<file path="config.mk">
export PLATFORM = sky130hd
export DESIGN_NAME = mgmt_mux_master
export DESIGN_NICKNAME = d
export VERILOG_FILES = /design/src/rtl/mmm_pkg.sv /design/src/rtl/mmm_regs.sv /design/src/rtl/mmm_engine.sv /design/src/rtl/mmm_busmux.sv /design/src/rtl/mgmt_mux_master.sv
export SDC_FILE = /design/constraint.sdc
export NUM_CORES = 1
export LEC_CHECK = 0
export BUFFER_PORTS_ARGS = -buffer_cell sky130_fd_sc_hd__buf_2
export CORE_ASPECT_RATIO = 1.4
export CORE_MARGIN = 5
export CORE_UTILIZATION = 35
export DETAILED_ROUTE_END_ITERATION = 10
export PLACE_DENSITY = 0.5
export SLEW_MARGIN = 20
export SYNTH_ARGS = -nofsm -noshare
export SYNTH_HDL_FRONTEND = slang
export SYNTH_SLANG_ARGS = --single-unit
</file>
<file path="constraint.sdc">
create_clock -name clk -period 7.12 [get_ports clk]
set_input_delay 2.136 -clock clk [delete_from_list [all_inputs] [get_ports clk]]
set_output_delay 2.136 -clock clk [all_outputs]
set_load 0.02 [all_outputs]
</file>
<file path="src/rtl/mmm_pkg.sv">
package mmm_pkg;
  localparam int REG_AW     = 10;
  localparam int FRAME_BITS = 64;

  localparam logic [REG_AW-1:0] OFS_SCAN  = 10'h008;
  localparam logic [REG_AW-1:0] OFS_PARAM = 10'h23C;
  localparam logic [REG_AW-1:0] OFS_RDATA = 10'h240;
  localparam logic [REG_AW-1:0] OFS_ADDR  = 10'h244;
  localparam logic [REG_AW-1:0] OFS_CTRL  = 10'h248;
  localparam logic [REG_AW-1:0] OFS_STAT  = 10'h24C;

  localparam int SCAN_OVR_BIT = 28;
  localparam int PRM_INT_BIT  = 25;
  localparam int PRM_C45_BIT  = 21;

  localparam logic [31:0] CTRL_WRITE = 32'd1;
  localparam logic [31:0] CTRL_READ  = 32'd2;

  typedef struct packed {
    logic        rd;
    logic        c45;
    logic [4:0]  phy;
    logic [4:0]  dev;
    logic [15:0] regnum;
    logic [15:0] wdata;
    logic        bus_int;
    logic [2:0]  bus_idx;
  } txn_t;

  function automatic logic [FRAME_BITS-1:0] mk_frame(
    input logic [1:0]  st,
    input logic [1:0]  op,
    input logic [4:0]  phy,
    input logic [4:0]  ra,
    input logic [15:0] data
  );
    return {32'hFFFF_FFFF, st, op, phy, ra, 2'b10, data};
  endfunction
endpackage

</file>
<file path="src/rtl/mmm_regs.sv">
module mmm_regs
  import mmm_pkg::*;
(
  input  logic              clk,
  input  logic              rst_n,
  input  logic              wr_en,
  input  logic [REG_AW-1:0] addr,
  input  logic [31:0]       wdata,
  input  logic              eng_busy,
  input  logic              eng_done,
  input  logic [15:0]       eng_rdata,
  output logic [31:0]       rdata,
  output logic              start,
  output logic              stop,
  output txn_t              txn,
  output logic              override
);
  logic [31:0] scan_q, param_q, addr_q, ctrl_q;
  logic        ctrl_wr, is_op;

  assign ctrl_wr = wr_en && (addr == OFS_CTRL);
  assign is_op   = (wdata == CTRL_WRITE) || (wdata == CTRL_READ);
  assign start   = ctrl_wr && is_op;
  assign stop    = ctrl_wr && !is_op;

  always_ff @(posedge clk) begin
    if (!rst_n) begin
      scan_q  <= '0;
      param_q <= '0;
      addr_q  <= '0;
      ctrl_q  <= '0;
    end else if (wr_en) begin
      case (addr)
        OFS_SCAN:  scan_q  <= wdata;
        OFS_PARAM: param_q <= wdata;
        OFS_ADDR:  addr_q  <= wdata;
        OFS_CTRL:  ctrl_q  <= wdata;
        default: ;
      endcase
    end
  end

  always_comb begin
    txn.rd      = (wdata == CTRL_READ);
    txn.c45     = param_q[PRM_C45_BIT];
    txn.phy     = param_q[20:16];
    txn.dev     = addr_q[20:16];
    txn.regnum  = addr_q[15:0];
    txn.wdata   = param_q[15:0];
    txn.bus_int = param_q[PRM_INT_BIT];
    txn.bus_idx = param_q[24:22];
  end

  assign override = scan_q[SCAN_OVR_BIT];

  always_comb begin
    case (addr)
      OFS_SCAN:  rdata = scan_q;
      OFS_PARAM: rdata = param_q;
      OFS_RDATA: rdata = {16'h0000, eng_rdata};
      OFS_ADDR:  rdata = addr_q;
      OFS_CTRL:  rdata = ctrl_q;
      OFS_STAT:  rdata = {30'd0, eng_busy, eng_done};
      default:   rdata = '0;
    endcase
  end
endmodule

</file>
<file path="src/rtl/mmm_engine.sv">
module mmm_engine
  import mmm_pkg::*;
#(
  parameter int CLK_DIV = 4
) (
  input  logic        clk,
  input  logic        rst_n,
  input  logic        start,
  input  logic        stop,
  input  txn_t        txn,
  input  logic        mdi,
  output logic        run,
  output logic        done,
  output logic        mdc,
  output logic        mdo,
  output logic        mdoe,
  output logic [15:0] rdata,
  output logic        bus_int,
  output logic [2:0]  bus_idx
);
  localparam int DIV_W  = $clog2(CLK_DIV + 1);
  localparam int IDX_W  = $clog2(FRAME_BITS);
  localparam logic [DIV_W-1:0] DIV_LAST = DIV_W'(CLK_DIV - 1);
  localparam logic [IDX_W-1:0] IDX_LAST = IDX_W'(FRAME_BITS - 1);
  localparam logic [IDX_W-1:0] IDX_TA   = IDX_W'(FRAME_BITS - 18);
  localparam logic [IDX_W-1:0] IDX_DATA = IDX_W'(FRAME_BITS - 16);

  logic [DIV_W-1:0]      div_q;
  logic [IDX_W-1:0]      bit_q;
  logic [FRAME_BITS-1:0] frame_q, frame2_q;
  logic                  mdc_q, two_q, rd_frame_q, is_rd_q;
  logic [FRAME_BITS-1:0] f22, f45a, f45b;

  always_comb begin
    f22  = mk_frame(2'b01, txn.rd ? 2'b10 : 2'b01, txn.phy, txn.regnum[4:0],
                    txn.rd ? 16'h0000 : txn.wdata);
    f45a = mk_frame(2'b00, 2'b00, txn.phy, txn.dev, txn.regnum);
    f45b = mk_frame(2'b00, txn.rd ? 2'b11 : 2'b01, txn.phy, txn.dev,
                    txn.rd ? 16'h0000 : txn.wdata);
  end

  always_ff @(posedge clk) begin
    if (!rst_n) begin
      run <= 1'b0; done <= 1'b0; mdc_q <= 1'b0; div_q <= '0; bit_q <= '0;
      frame_q <= '0; frame2_q <= '0; two_q <= 1'b0; rd_frame_q <= 1'b0;
      is_rd_q <= 1'b0; rdata <= '0; bus_int <= 1'b0; bus_idx <= '0;
    end else if (stop) begin
      run <= 1'b0; done <= 1'b0; mdc_q <= 1'b0; div_q <= '0;
    end else if (start && !run) begin
      run     <= 1'b1;
      done    <= 1'b0;
      mdc_q   <= 1'b0;
      div_q   <= '0;
      bit_q   <= '0;
      is_rd_q <= txn.rd;
      bus_int <= txn.bus_int;
      bus_idx <= txn.bus_idx;
      if (txn.c45) begin
        frame_q    <= f45a;
        frame2_q   <= f45b;
        two_q      <= 1'b1;
        rd_frame_q <= 1'b0;
      end else begin
        frame_q    <= f22;
        frame2_q   <= '0;
        two_q      <= 1'b0;
        rd_frame_q <= txn.rd;
      end
    end else if (run) begin
      if (div_q == DIV_LAST) begin
        div_q <= '0;
        mdc_q <= ~mdc_q;
        if (!mdc_q) begin
          if (rd_frame_q && bit_q >= IDX_DATA) rdata <= {rdata[14:0], mdi};
        end else if (bit_q == IDX_LAST) begin
          bit_q <= '0;
          if (two_q) begin
            frame_q    <= frame2_q;
            two_q      <= 1'b0;
            rd_frame_q <= is_rd_q;
          end else begin
            run  <= 1'b0;
            done <= 1'b1;
          end
        end else begin
          bit_q <= bit_q + 1'b1;
        end
      end else begin
        div_q <= div_q + 1'b1;
      end
    end
  end

  assign mdc  = mdc_q;
  assign mdo  = frame_q[~bit_q];
  assign mdoe = run && !(rd_frame_q && bit_q >= IDX_TA);
endmodule

</file>
<file path="src/rtl/mmm_busmux.sv">
module mmm_busmux #(
  parameter int NUM_INT = 4,
  parameter int NUM_EXT = 4
) (
  input  logic                       run,
  input  logic                       bus_int,
  input  logic [2:0]                 bus_idx,
  input  logic                       mdc_c,
  input  logic                       mdo_c,
  input  logic                       mdoe_c,
  input  logic [NUM_INT+NUM_EXT-1:0] mdio_i,
  output logic [NUM_INT+NUM_EXT-1:0] mdc,
  output logic [NUM_INT+NUM_EXT-1:0] mdio_o,
  output logic [NUM_INT+NUM_EXT-1:0] mdio_oe,
  output logic                       mdi_c
);
  localparam int NB = NUM_INT + NUM_EXT;
  logic [NB-1:0] sel;

  for (genvar i = 0; i < NUM_INT; i++) begin : g_int
    assign sel[i] = run && bus_int && (bus_idx == 3'(i));
  end
  for (genvar j = 0; j < NUM_EXT; j++) begin : g_ext
    assign sel[NUM_INT+j] = run && !bus_int && (bus_idx == 3'(j));
  end
  for (genvar k = 0; k < NB; k++) begin : g_pin
    assign mdc[k]     = sel[k] & mdc_c;
    assign mdio_o[k]  = sel[k] & mdo_c;
    assign mdio_oe[k] = sel[k] & mdoe_c;
  end

  assign mdi_c = (|(sel & mdio_i)) | ~(|sel);
endmodule

</file>
<file path="src/rtl/mgmt_mux_master.sv">
module mgmt_mux_master
  import mmm_pkg::*;
#(
  parameter int CLK_DIV = 4,
  parameter int NUM_INT = 4,
  parameter int NUM_EXT = 4
) (
  input  logic                       clk,
  input  logic                       rst_n,
  input  logic                       reg_wr_en,
  input  logic [REG_AW-1:0]          reg_addr,
  input  logic [31:0]                reg_wdata,
  output logic [31:0]                reg_rdata,
  input  logic                       ext_req,
  output logic                       ext_grant,
  output logic [NUM_INT+NUM_EXT-1:0] mdc,
  output logic [NUM_INT+NUM_EXT-1:0] mdio_o,
  output logic [NUM_INT+NUM_EXT-1:0] mdio_oe,
  input  logic [NUM_INT+NUM_EXT-1:0] mdio_i
);
  localparam int NB = NUM_INT + NUM_EXT;

  txn_t        txn;
  logic        start, stop, scan_ovr;
  logic        eng_run, eng_done, eng_mdc, eng_mdo, eng_mdoe, eng_mdi;
  logic [15:0] eng_rdata;
  logic        sel_int;
  logic [2:0]  sel_idx;

  mmm_regs u_regs (
    .clk(clk), .rst_n(rst_n), .wr_en(reg_wr_en), .addr(reg_addr),
    .wdata(reg_wdata), .eng_busy(eng_run), .eng_done(eng_done),
    .eng_rdata(eng_rdata), .rdata(reg_rdata), .start(start), .stop(stop),
    .txn(txn), .override(scan_ovr)
  );

  mmm_engine #(.CLK_DIV(CLK_DIV)) u_eng (
    .clk(clk), .rst_n(rst_n), .start(start), .stop(stop), .txn(txn),
    .mdi(eng_mdi), .run(eng_run), .done(eng_done), .mdc(eng_mdc),
    .mdo(eng_mdo), .mdoe(eng_mdoe), .rdata(eng_rdata),
    .bus_int(sel_int), .bus_idx(sel_idx)
  );

  mmm_busmux #(.NUM_INT(NUM_INT), .NUM_EXT(NUM_EXT)) u_mux (
    .run(eng_run), .bus_int(sel_int), .bus_idx(sel_idx), .mdc_c(eng_mdc),
    .mdo_c(eng_mdo), .mdoe_c(eng_mdoe), .mdio_i(mdio_i), .mdc(mdc),
    .mdio_o(mdio_o), .mdio_oe(mdio_oe), .mdi_c(eng_mdi)
  );

  assign ext_grant = ext_req & ~scan_ovr;
endmodule

</file>
After elaboration in Yosys (flattened, before gate mapping) --
Index checks and enable logic that the tools add are counted. Widths: inputs -> output; s select.
Word-level totals: register bits 291
Cells by class: $add $sub $neg 2, $lt $le $gt $ge 3, equal/unequal tests 13, mux-type cells 39, bitwise gates (word level) 35, reduce and logical (&&, ||, !) cells 43
Operator list (count):
- $mux 64 | 7
- $pmux 32 s6 | 1
- $eq 10x10->1 const B | 5
- $eq 32x1->1 const B | 1
- $eq 32x2->1 const B | 1
- $mux 31 | 1
- $mux 6 | 5
- $and 1x1->1 | 25
- $mux 1 | 20
- $logic_and 1x1->1 | 17
- $mux 16 | 1
- $reduce_or 8->1 | 2
- $ge 6x6->1 const B | 2
- $reduce_and 2->1 | 6
- $reduce_and 6->1 | 2
- $eq 10x4->1 const B | 1
- $reduce_and 5->1 | 2
- $reduce_bool 2->1 | 5
- $eq 3x2->1 const B | 3
- $and 8x8->8 | 1
- $lt 6x7->1 const B | 1
- $not 1->1 | 7
- $add 6x1->6 const B | 1
- $bmux 1 s6 | 1
- other kinds (13) | 17

Longest topological paths before layout --
Gate-level depths: netlist of the first run.
depth after elaboration 6, gate-level depth with buffers 11, depth with buffers taken out 7

Modules after synthesis --
From an unflattened synthesis of the first run, not the netlist that was laid out.
Second synthesis, totals: cell total of the unflattened synthesis 1235, area total of the unflattened synthesis 10470.0 µm²
Modules (own cells, without submodules):
- mmm_regs | times used 1, cells an instance 710, area each 5900.7 µm², seq. area each 2562.5 µm²
- mmm_engine | times used 1, cells an instance 473, area each 4207.8 µm², seq. area each 1861.8 µm²
- mmm_busmux | times used 1, cells an instance 51, area each 347.8 µm², seq. area each 0.0 µm²
- mgmt_mux_master | times used 1, cells an instance 1, area each 13.8 µm², seq. area each 0.0 µm²

Least setup slack after synthesis of the first run --
Ideal clock, no wire load.
kind in2out, start in reg_addr[5], end out reg_rdata[25], data arrival time 4.340 ns, required time 4.984 ns, slack 0.644 ns, stages on the path 8, buffers on the path 3, path through or4_1 clkbuf_1 or4b_2 clkbuf_1 nor2_2 clkbuf_1 nand2_1 nand2_1
Between the ends: word-level cells in the longest chain between the ends 2, elaborated cells between the ends (all ways) 7, classes of those cells eq/ne: 6; mux: 1
Ends and longest elaborated chain:
- from (decl) | RTL line mgmt_mux_master.sv:11 | input logic [REG_AW-1:0] reg_addr,
- $eq 10x10->1 or $eq 10x4->1 (tied branches) | RTL line mmm_regs.sv:57 | case (addr)
- $pmux 32 s6 (*) | RTL line mmm_regs.sv:57
- to (decl) | RTL line mgmt_mux_master.sv:13 | output logic [31:0] reg_rdata,
Every way passes the cells marked *; elsewhere a longest branch is shown, timed or not.

Worst setup path after layout of the first run --
start in reg_addr[5], end out reg_rdata[1]
The elaborated chain is that of the path after synthesis.

==> qor.yml, run 1 <==
status:
  outcome: "finished, final reports clean"
clock_network:
  ctsResizeCount: 0
  cts_max_level: 1
  cts_tree: "built"
  postCtsSetupBuffers: 0
  clock_sinks: 221
  clk_pin_slew_ps: 60
  cts-root-buf: "clkbuf_16"
  ctsHoldBuffers: 0
  cts_buffer_depth: 3
  clock_latency_ps: 520
  cts_buffers: 24
power:
  swShare_pct: 21.5
  p_leak_nw: 4.10
  pwr-share-clk_pct: 49.8
  p_comb_share_pct: 3.1
  intPower_mw: 2.06
  p_sw_mw: 0.565
  vdd_drop_max_mv: 0.143
  power.density_nw_per_um2: 217
  seq_power_share_pct: 47.1
global_route:
  grtUsageTotal_pct: 20.2
  grt_max_degree: 84
  overflow: 0
  top_usage_layer: "met2"
  grt_util_met2_pct: 33.9
  grt_pass1_vias: 9367
  use_met3_pct: 2.58
  antenna_found_initial: 2
  gr-usage-met1_pct: 27.3
  grt_pass1_wl_mm: 54.5
detailed_routing:
  via_count: 9435
  wire_per_inst_um: 19.5
  post_drt_via_cell_ratio: 5.38
  drcViolationCount: 0
  postRouteAntennaNets: 0
  wl_mm: 34.2
  first_iter_violations: 686
  first_pass_iters: 6
sta:
  setup_tns_ps: 0
  worst_pin_slew_ps: 903
  fmax_mhz: 155
  hold_violations: 0
  fin_worst_skew_ps: 18.5
  min_period_over_period_pct: 90.8
  worst_slack_ps: 656
  grt_setup_unrepaired: "false"
  fin_crit_ps: 6460
  whs_ps: 448
  final_max_slew_viol_count: 0
  relSlewSlack_pct: 39.7
  setup_viol: 0
min_path:
  worstHoldPathType: "reg2reg"
  min_path_cells: 2
critical_path:
  required_ps: 4980
  cp-endpoint: "reg_rdata[1]"
  cp-start-kind: "input port"
  cp-end-kind: "primary output"
  crit_type: "in2out"
  rrSetupSlack_ps: 4070
  r2r_start: "u_eng.run"
  startpoint: "reg_addr[5]"
  critPathMaxFanout: 17
  r2r-end: "u_eng.rdata[0]"
  crit_arrival_ps: 4330
  r2r_cells: 8
yosys:
  yosysTopAreaCellShare_pct: 42.3
  synth_seq_cells: 221
  synth.area.top_cells: "dfxtp_1, nand2_1, a21boi_0"
  syn-cell-area_um2: 10500
  synth_cell_types: 63
  ys_seq_area_share_pct: 42.3
  async_flop_share_pct: 0
  synth_nets: 1351
  synthFlopType: "dfxtp_1"
  yosysTopAreaCell: "dfxtp_1"
  postSynthCellCount: 1295
  yosys_warnings: 0
  synth-edff-count: 0
  syn_avg_cell_area_um2: 8.07
floorplanning:
  dieArea_um2: 33500
  ioPinCount: 111
  core-area_um2: 29700
  start_util_pct: 35.1
  die_y_um: 214
  rows: 75
  die_x_um: 156
finish:
  drive_above_1_share_pct: 15.1
  syn_to_final_growth_pct: 15.7
  nets: 1406
place:
  hpwlAfterDp_mm: 22.1
  io_buffers: 110
  dp_slack_ps: 642
  globalplace.congestion: 0.781
flow_run:
  maxCapViolCount: 0
-- Yosys cell counts (4+ instances only) --
cell type    n
a21boi_1    26
o211a_1      6
inv_1       22
o311ai_0    16
nor2_1      36
o211ai_1    18
buf_2       15
a21oi_1     12
nor2b_1     26
or3_1        4
mux2_2       6
a22oi_1     23
nand3_1     38
nor3_1       9
o21ai_0     30
mux2i_1     18
a222oi_1    16
nand4_1      5
mux4_2       8
nand2_1    411
a221o_1     15
and3_1       4
clkbuf_1    79
dfxtp_1    221
or4_1        4
a21boi_0   154
nor4_1      11
and2_1       5
a21o_1       5
-- registers in the layout (all words and copies together) (netlist names) --
| register | cells |
|---|---|
| u_eng.rd_frame_q | 1 |
| u_regs.scan_q | 32 |
| u_eng.run | 1 |
| u_regs.param_q | 32 |
| u_regs.ctrl_q | 32 |
| u_eng.frame2_q | 28 |
| u_eng.bus_idx | 3 |
| u_eng.mdc | 1 |
| u_eng.two_q | 1 |
| u_eng.is_rd_q | 1 |
| u_regs.addr_q | 32 |
| u_eng.frame_q | 30 |
| u_eng.bus_int | 1 |
| u_eng.div_q | 3 |
| u_eng.rdata | 16 |
| u_eng.bit_q | 6 |
| u_eng.done | 1 |
-- cell families (layout without fill, tap and decap cells) --
kind of cell	count (synthesis)	after routing	share of synthesized area (%)
buffers and inverters	126	198	5.03
AO/OA/AOI/OAI	334	334	24.2
multiplexers	32	32	4.09
flip-flops	221	221	42.3
other	0	2	0
AND/OR/NAND/NOR	578	578	24.0
adder cells (fa/ha/maj)	2	2	0.239
XOR/XNOR	2	2	0.168
-- power groups by stage --
| stage | Combinational (mW) | Clock (mW) | Sequential (mW) |
|---|---|---|---|
| 5_1_grt | 0.0866 | 1.39 | 1.24 |
| 4_1_cts | 0.0813 | 1.34 | 1.24 |
| 3_5_place_dp | 0.0813 | 0 | 1.26 |
| 2_1_floorplan | 0.0385 | 0 | 1.26 |
| 6_report | 0.0806 | 1.31 | 1.24 |
| 3_3_place_gp | 0.0815 | 0 | 1.26 |
-- placed cells by master, fill, tap and decap left out, types with 6 or more instances in the layout --
cell / n
mux2i_1: 18
a21boi_1: 26
nor2b_1: 26
nor3_1: 7
nor4_1: 9
a221o_1: 15
nor2_1: 36
a22oi_1: 23
nand2_1: 410
buf_4: 22
o211ai_1: 18
o311ai_0: 16
a21boi_0: 154
inv_1: 22
a21oi_1: 12
mux4_2: 8
clkinv_2: 6
buf_2: 109
nand3_1: 38
dfxtp_1: 221
clkbuf_16: 25
mux2_2: 6
o21ai_0: 30
a222oi_1: 16
-- worst min path at each step --
| stage | start | to | slack (ps) |
|---|---|---|---|
| floorplan | u_eng.done | u_eng.done | 430 |
| global placement | u_eng.frame_q[15] | u_eng.frame_q[15] | 440 |
| detailed placement | u_eng.frame_q[20] | u_eng.frame_q[20] | 440 |
| CTS | u_eng.frame_q[21] | u_eng.frame_q[21] | 450 |
| global route | u_eng.frame_q[22] | u_eng.frame_q[22] | 470 |
| finish | u_eng.frame_q[20] | u_eng.frame_q[20] | 450 |
-- area by class of cell --
type,count,area [um2]
clock inverter,9,120
timing repair buffer,132,726
inverter,23,86.3
tap,385,482
clock buffer,34,699
sequential,221,4420
antenna,2,5.00
fill,3082,17700
multi-input combinational,948,5550
-- per-layer routing --
layer  routed length [um]  vias to the layer above
met1                15200                     4564
met3                 1560                       53
li1                     -                     4603
met2                16600                      215
met4                  801                        0
met5                    0                        -
-- through the flow --
| step | total power, mW | cell area [um2] | util, % | cells |
|---|---|---|---|---|
| detailed placement | 1.35 | 11300 | 37.9 | 1709 |
| finish | 2.62 | 12100 | 40.7 | 1754 |
| CTS | 2.65 | 12100 | 40.6 | 1752 |
| global route | 2.71 | 12100 | 40.6 | 1753 |
| global placement | 1.35 | 11300 | 37.8 | 1708 |
| floorplan | 1.30 | 10500 | - | 1295 |
-- critical path, cell delays in order --
cell     delay [ps]
buf_2           110
or4_1           660
or4b_2          680
buf_4           230
o21ai_0         180
a221o_1         150
buf_2           170
(Power assumes the default switching activity.)
==> run 2: changes to the inputs <==
--- a/config.mk
+++ b/config.mk
@@ -8,9 +8,10 @@
 export BUFFER_PORTS_ARGS = -buffer_cell sky130_fd_sc_hd__buf_2
 export CORE_ASPECT_RATIO = 1.4
 export CORE_MARGIN = 5
-export CORE_UTILIZATION = 35
+export CORE_UTILIZATION = 55
+export CTS_BUF_LIST = sky130_fd_sc_hd__clkbuf_4
 export DETAILED_ROUTE_END_ITERATION = 10
-export PLACE_DENSITY = 0.5
+export PLACE_DENSITY = 0.73
 export SLEW_MARGIN = 20
 export SYNTH_ARGS = -nofsm -noshare
 export SYNTH_HDL_FRONTEND = slang
==> run 2 against run 1 <==
Net effect:
- routed wire length fell by 13%
- setup slack lost 120 ps
- largest cell class unchanged
- critical path type unchanged
- largest power group is now registers
- highest routed layer unchanged
- total power is 11% lower
- sequential cell count unchanged
==> qor.yml, run 2 (synthesis results as in run 1) <==
status:
  outcome: "finished, final reports clean"  # unchanged
global_route:
  overflow: 0  # unchanged
  antenna_found_initial: 2  # unchanged
  grt_pass1_vias: 9554  # was 9367
  grt_max_degree: 94  # was 84
  grtUsageTotal_pct: 26.9  # was 20.2%
  grt_pass1_wl_mm: 48.9  # was 54.5 mm
power:
  pwr-share-clk_pct: 43.9  # was 49.8%
  p_sw_mw: 0.534  # was 0.565 mW
  power.density_nw_per_um2: 199  # was 217 nW/um2
  seq_power_share_pct: 52.8  # was 47.1%
  intPower_mw: 1.81  # was 2.06 mW
  p_leak_nw: 4.09  # was 4.10 nW
  p_comb_share_pct: 3.3  # was 3.1%
  vdd_drop_max_mv: 0.167  # was 0.143 mV
  swShare_pct: 22.8  # was 21.5%
clock_network:
  clock_sinks: 221  # unchanged
  ctsHoldBuffers: 0  # unchanged
  clock_latency_ps: 680  # was 520 ps
  postCtsSetupBuffers: 0  # unchanged
  ctsResizeCount: 0  # unchanged
  cts_tree: "built"  # unchanged
  cts-root-buf: "clkbuf_4"  # was clkbuf_16
  cts_buffer_depth: 3  # unchanged
  clk_pin_slew_ps: 60  # about the same
  cts_max_level: 2  # was 1
  cts_buffers: 54  # was 24
detailed_routing:
  postRouteAntennaNets: 0  # unchanged
  wl_mm: 29.9  # was 34.2 mm
  drcViolationCount: 0  # unchanged
  via_count: 9705  # was 9435
  first_pass_iters: 5  # was 6
  first_iter_violations: 867  # was 686
  post_drt_via_cell_ratio: 5.85  # was 5.38
  wire_per_inst_um: 18.0  # was 19.5 um
floorplanning:
  dieArea_um2: 21900  # was 33500 um2
  die_y_um: 173  # was 214 um
  start_util_pct: 56.0  # was 35.1%
  die_x_um: 127  # was 156 um
  ioPinCount: 111  # unchanged
  core-area_um2: 18700  # was 29700 um2
  rows: 59  # was 75
sta:
  fmax_mhz: 152  # was 155 MHz
  fin_crit_ps: 6580  # was 6460 ps
  worst_pin_slew_ps: 1050  # was 903 ps
  fin_worst_skew_ps: 57.0  # was 18.5 ps
  relSlewSlack_pct: 30.1  # was 39.7%
  setup_tns_ps: 0  # unchanged
  min_period_over_period_pct: 92.5  # was 90.8%
  grt_setup_unrepaired: "false"  # unchanged
  setup_viol: 0  # unchanged
  whs_ps: 451  # was 448 ps
  worst_slack_ps: 536  # was 656 ps
  final_max_slew_viol_count: 0  # unchanged
  hold_violations: 0  # unchanged
min_path:
  worstHoldPathType: "reg2reg"  # unchanged
  hp-start: "u_eng.frame_q[20]"  # unchanged
  hold_end: "u_eng.frame_q[20]"  # unchanged
  min_path_cells: 2  # unchanged
place:
  io_buffers: 110  # unchanged
  dp_slack_ps: 573  # was 642 ps
  globalplace.congestion: 0.843  # was 0.781
  dp_cells: 1570  # was 1709
  hpwlAfterDp_mm: 19.4  # was 22.1 mm
critical_path:
  r2r_cells: 7  # was 8
  cp-start-kind: "input port"  # unchanged
  crit_arrival_ps: 4450  # was 4330 ps
  crit_type: "in2out"  # unchanged
  critPathMaxFanout: 14  # was 17
  rrSetupSlack_ps: 4060  # was 4070 ps
  cp-end-kind: "primary output"  # unchanged
  required_ps: 4980  # about the same
  r2r-end: "u_eng.rdata[0]"  # unchanged
  r2r_start: "u_eng.run"  # unchanged
finish:
  final_util_pct: 63.0  # was 40.7%
  layout_common_cells: "nand2_1, dfxtp_1, a21boi_0"  # unchanged
  fillers: 1701  # was 3082
  final_common_cell: "nand2_1"  # unchanged
  stdcell_count: 1658  # was 1754
  nets: 1439  # was 1406
  syn_to_final_growth_pct: 12.5  # was 15.7%
  multi_input_area_um2: 5560  # was 5550 um2
  register_area_um2: 4420  # unchanged
  drive_above_1_share_pct: 17.2  # was 15.1%
flow_run:
  maxCapViolCount: 0  # unchanged
## run 2: how the worst max path moves through the flow
| stage | to | start | slack (ps) | cells after the start |
|---|---|---|---|---|
| 2_1_floorplan | reg_rdata[25] | reg_addr[5] | 640 | 8 |
| 3_3_place_gp | reg_rdata[16] | reg_addr[5] | 610 | 8 |
| 3_5_place_dp | reg_rdata[16] | reg_addr[5] | 570 | 8 |
| 4_1_cts | reg_rdata[8] | reg_addr[5] | 550 | 7 |
| 5_1_grt | reg_rdata[2] | reg_addr[5] | 430 | 7 |
| 6_report | reg_rdata[8] | reg_addr[5] | 540 | 7 |
## run 2: through the flow
stage / cell area (um2) / total power [mW]
after detailed placement: 11100 / 1.34
after floorplan: 10500 / 1.30
final: 11800 / 2.34
after CTS: 11800 / 2.36
after global routing: 11800 / 2.43
after global placement: 11100 / 1.34
## run 2: area by class of cell
type	instances	area share [%]
inverters	23	0.734
flip-flops and latches	221	37.6
clock buffers	73	4.66
diodes	2	0.0426
repair buffers	135	6.28
multi-input cells	948	47.2
well taps	244	2.60
clock inverters	12	0.830
## run 2: routing by layer
layer,track usage (%),vias to the layer above,part of all wire [%]
li1,-,4695,-
met1,35.2,4599,43
met2,43.7,348,48
met3,4.63,63,6.1
met4,11.3,0,3.0
met5,0,-,0
## run 2: power groups by stage
stage | Combinational, mW | Sequential (mW) | Clock [mW]
after floorplan | 0.0385 | 1.26 | 0
after global placement | 0.0764 | 1.26 | 0
after detailed placement | 0.0765 | 1.26 | 0
after CTS | 0.0765 | 1.24 | 1.04
after global routing | 0.0829 | 1.24 | 1.11
final | 0.0778 | 1.24 | 1.03
## run 2: critical path, cell delays in order
cell	delay [ps]
buf_2	110
or4_1	680
or4b_2	770
buf_4	240
o21ai_0	200
a221o_1	150
buf_2	160
==> run 3: changes to the inputs <==
--- a/config.mk
+++ b/config.mk
@@ -15,4 +15,5 @@
 export SLEW_MARGIN = 20
 export SYNTH_ARGS = -nofsm -noshare
 export SYNTH_HDL_FRONTEND = slang
+export SYNTH_HIERARCHICAL = 1
 export SYNTH_SLANG_ARGS = --single-unit
==> run 3 against run 2 <==
Net effect:
- design area down 4.0%
- total power up 2.7%
- fmax up 6.6%
- clock skew down 26 ps
- sequential share of layout area up 1.6 points
- global-route usage down 1.2 points
- register-to-register slack better by 100 ps
- routed wire length down 2.5%
- synthesized cell count down 4.6%
- critical endpoint is now reg_rdata[24]
- largest power group unchanged
==> qor.yml, run 3 <==
detailed_routing:
  wire_per_inst_um: 18.9  # was 18.0 um
  first_pass_iters: 6  # was 5
  via_count: 9370  # was 9705
  first_iter_violations: 953  # was 867
  postRouteAntennaNets: 0  # unchanged
  post_drt_via_cell_ratio: 6.08  # was 5.85
  wl_mm: 29.1  # was 29.9 mm
  drcViolationCount: 0  # unchanged
sta:
  setup_viol: 0  # unchanged
  fin_crit_ps: 6170  # was 6580 ps
  worst_pin_slew_ps: 1000  # was 1050 ps
  fin_worst_skew_ps: 31.3  # was 57.0 ps
  relSlewSlack_pct: 32.6  # was 30.1%
  grt_setup_unrepaired: "false"  # unchanged
  min_period_over_period_pct: 86.7  # was 92.5%
  hold_violations: 0  # unchanged
  fmax_mhz: 162  # was 152 MHz
  setup_tns_ps: 0  # unchanged
  final_max_slew_viol_count: 0  # unchanged
  worst_slack_ps: 946  # was 536 ps
clock_network:
  ctsHoldBuffers: 0  # unchanged
  clock_sinks: 221  # unchanged
  clock_latency_ps: 640  # was 680 ps
  clk_pin_slew_ps: 70  # was 60 ps
  cts-root-buf: "clkbuf_4"  # unchanged
  cts_buffers: 52  # was 54
  cts_tree: "built"  # unchanged
  postCtsSetupBuffers: 0  # unchanged
  cts_max_level: 2  # unchanged
  ctsResizeCount: 0  # unchanged
  cts_buffer_depth: 3  # unchanged
status:
  outcome: "finished, final reports clean"  # unchanged
critical_path:
  path_cells: "buf_2 > nor2b_1 > and2_1 > a22oi_1 > o21ai_0 > buf_2"  # was buf_2 > or4_1 > or4b_2 > buf_4 > o21ai_0 > a221o_1 > buf_2
  cp-start-kind: "input port"  # unchanged
  crit_type: "in2out"  # unchanged
  cp-end-kind: "primary output"  # unchanged
  cpMaxStageDelayCell: "and2_1"  # was or4b_2
  cp_top_family: "simple AND/OR/NAND/NOR gates"  # unchanged
  required_ps: 4980  # about the same
  crit_arrival_ps: 4040  # was 4450 ps
  cp_common_cell: "buf_2"  # unchanged
  cp.buffers_inverters: 2  # was 3
  slowest_delay_ps: 640  # was 770 ps
  critPathMaxFanout: 20  # was 14
global_route:
  grt_max_degree: 106  # was 94
  antenna_found_initial: 1  # was 2
  overflow: 0  # unchanged
  grt_pass1_wl_mm: 46.9  # was 48.9 mm
  grtUsageTotal_pct: 25.7  # was 26.9%
  grt_pass1_vias: 9032  # was 9554
yosys:
  synth_cell_types: 71  # was 63
  async_flop_share_pct: 0  # unchanged
  yosysTopAreaCell: "dfxtp_1"  # unchanged
  synth-edff-count: 0  # unchanged
  yosysMostFrequentCell: "dfxtp_1"  # was nand2_1
  synth_common_cells: "dfxtp_1, nand2_1, o21ai_0"  # was nand2_1, dfxtp_1, a21boi_0
  synth.area.top_cells: "dfxtp_1, nand2_1, o21ai_0"  # was dfxtp_1, nand2_1, a21boi_0
  synth_seq_cells: 221  # unchanged
  ys_seq_area_share_pct: 42.3  # about the same
  syn_avg_cell_area_um2: 8.48  # was 8.07 um2
  yosysTopAreaCellShare_pct: 42.3  # about the same
  postSynthCellCount: 1235  # was 1295
  syn-cell-area_um2: 10500  # about the same
  synthFlopType: "dfxtp_1"  # unchanged
  yosys_warnings: 6  # was 0
  synth_nets: 1291  # was 1351
place:
  dp_slack_ps: 958  # was 573 ps
  hpwlAfterDp_mm: 19.6  # was 19.4 mm
  place_area_um2: 10600  # was 11100 um2
  globalplace.congestion: 0.867  # was 0.843
  io_buffers: 110  # unchanged
finish:
  fillers: 1682  # was 1701
  final_util_pct: 60.5  # was 63.0%
  syn_to_final_growth_pct: 7.86  # was 12.5%
  layout_common_cells: "dfxtp_1, nand2_1, o21ai_0"  # was nand2_1, dfxtp_1, a21boi_0
  nets: 1319  # was 1439
  drive_above_1_share_pct: 19.7  # was 17.2%
  stdcell_area_um2: 11300  # was 11800 um2
  final_common_cell: "dfxtp_1"  # was nand2_1
power:
  vdd_drop_max_mv: 0.139  # was 0.167 mV
  power.density_nw_per_um2: 213  # was 199 nW/um2
  power_mw: 2.40  # was 2.34 mW
  p_leak_nw: 4.09  # about the same
min_path:
  worstHoldPathType: "reg2reg"  # unchanged
floorplanning:
  die_x_um: 127  # about the same
  die_y_um: 173  # about the same
  core-area_um2: 18700  # unchanged
  start_util_pct: 56.1  # was 56.0%
  dieArea_um2: 21900  # about the same
  ioPinCount: 111  # unchanged
  rows: 59  # unchanged
flow_run:
  maxCapViolCount: 0  # unchanged
[run 3: changes by cell type after synthesis, sizes merged, moves of 23 or more]
cell,delta
o21ai,+112
buf,+82
nand2,-215
and2,+23
a22oi,+40
a21boi,-125
nand3,+83
clkbuf,-30
[run 3: layout make-up]
type                       instances  area, um2  share of cell area, %
tap                              244        305                   2.70
inverter                          11       41.3                  0.366
antenna                            1       2.50                 0.0222
timing repair buffer             129        696                   6.16
clock buffer                      79        593                   5.25
multi-input combinational        848       5120                   45.3
sequential                       221       4420                   39.2
clock inverter                     9        113                  0.997
[run 3: cells by family after synthesis]
group | Yosys count | synth area share (%)
compound gates | 358 | 23.0
buf+inv | 166 | 8.91
flops | 221 | 42.3
simple gates | 449 | 20.8
mux | 35 | 4.40
xor+xnor | 4 | 0.335
fa+ha+maj | 2 | 0.239
[run 3: per-stage QoR]
| step | hold WS (ps) | std cells |
|---|---|---|
| finish | 444 | 1542 |
| global placement | 429 | 1453 |
| detailed placement | 429 | 1453 |
| CTS | 441 | 1541 |
| global route | 475 | 1542 |
| floorplan | 413 | 1235 |
[run 3: worst register-to-register path: stages, from the launching register on]
cell,delay (ps)
dfxtp_1,830
ha_1,280
nand3_1,160
or3_4,500
a21oi_4,610
o311ai_0,280
o211a_1,180
[run 3: worst paths after layout]
kind	cells after the start	start	to	slack [ps]
setup / recovery	6	reg_addr[2]	reg_rdata[24]	950
hold / removal	2	u_eng/div_q[2]	u_eng/div_q[2]	440
setup reg to reg	6	u_eng/bit_q[0]	u_eng/frame_q[28]	4160
hold reg to reg	2	u_eng/div_q[2]	u_eng/div_q[2]	440
[run 3: layer usage]
layer | routed length (um) | global-route usage [%]
met2 | 14100 | 42.9
met4 | 1120 | 11.6
met5 | 0 | 0
met1 | 11700 | 32.4
met3 | 2270 | 4.41
[run 3: power breakdown]
part           leakage [nW]  switching [mW]  total, mW  internal (mW)
registers              1.78        0.000242       1.24           1.24
logic                  1.89          0.0532     0.0777         0.0246
clock network         0.415           0.481       1.09          0.608
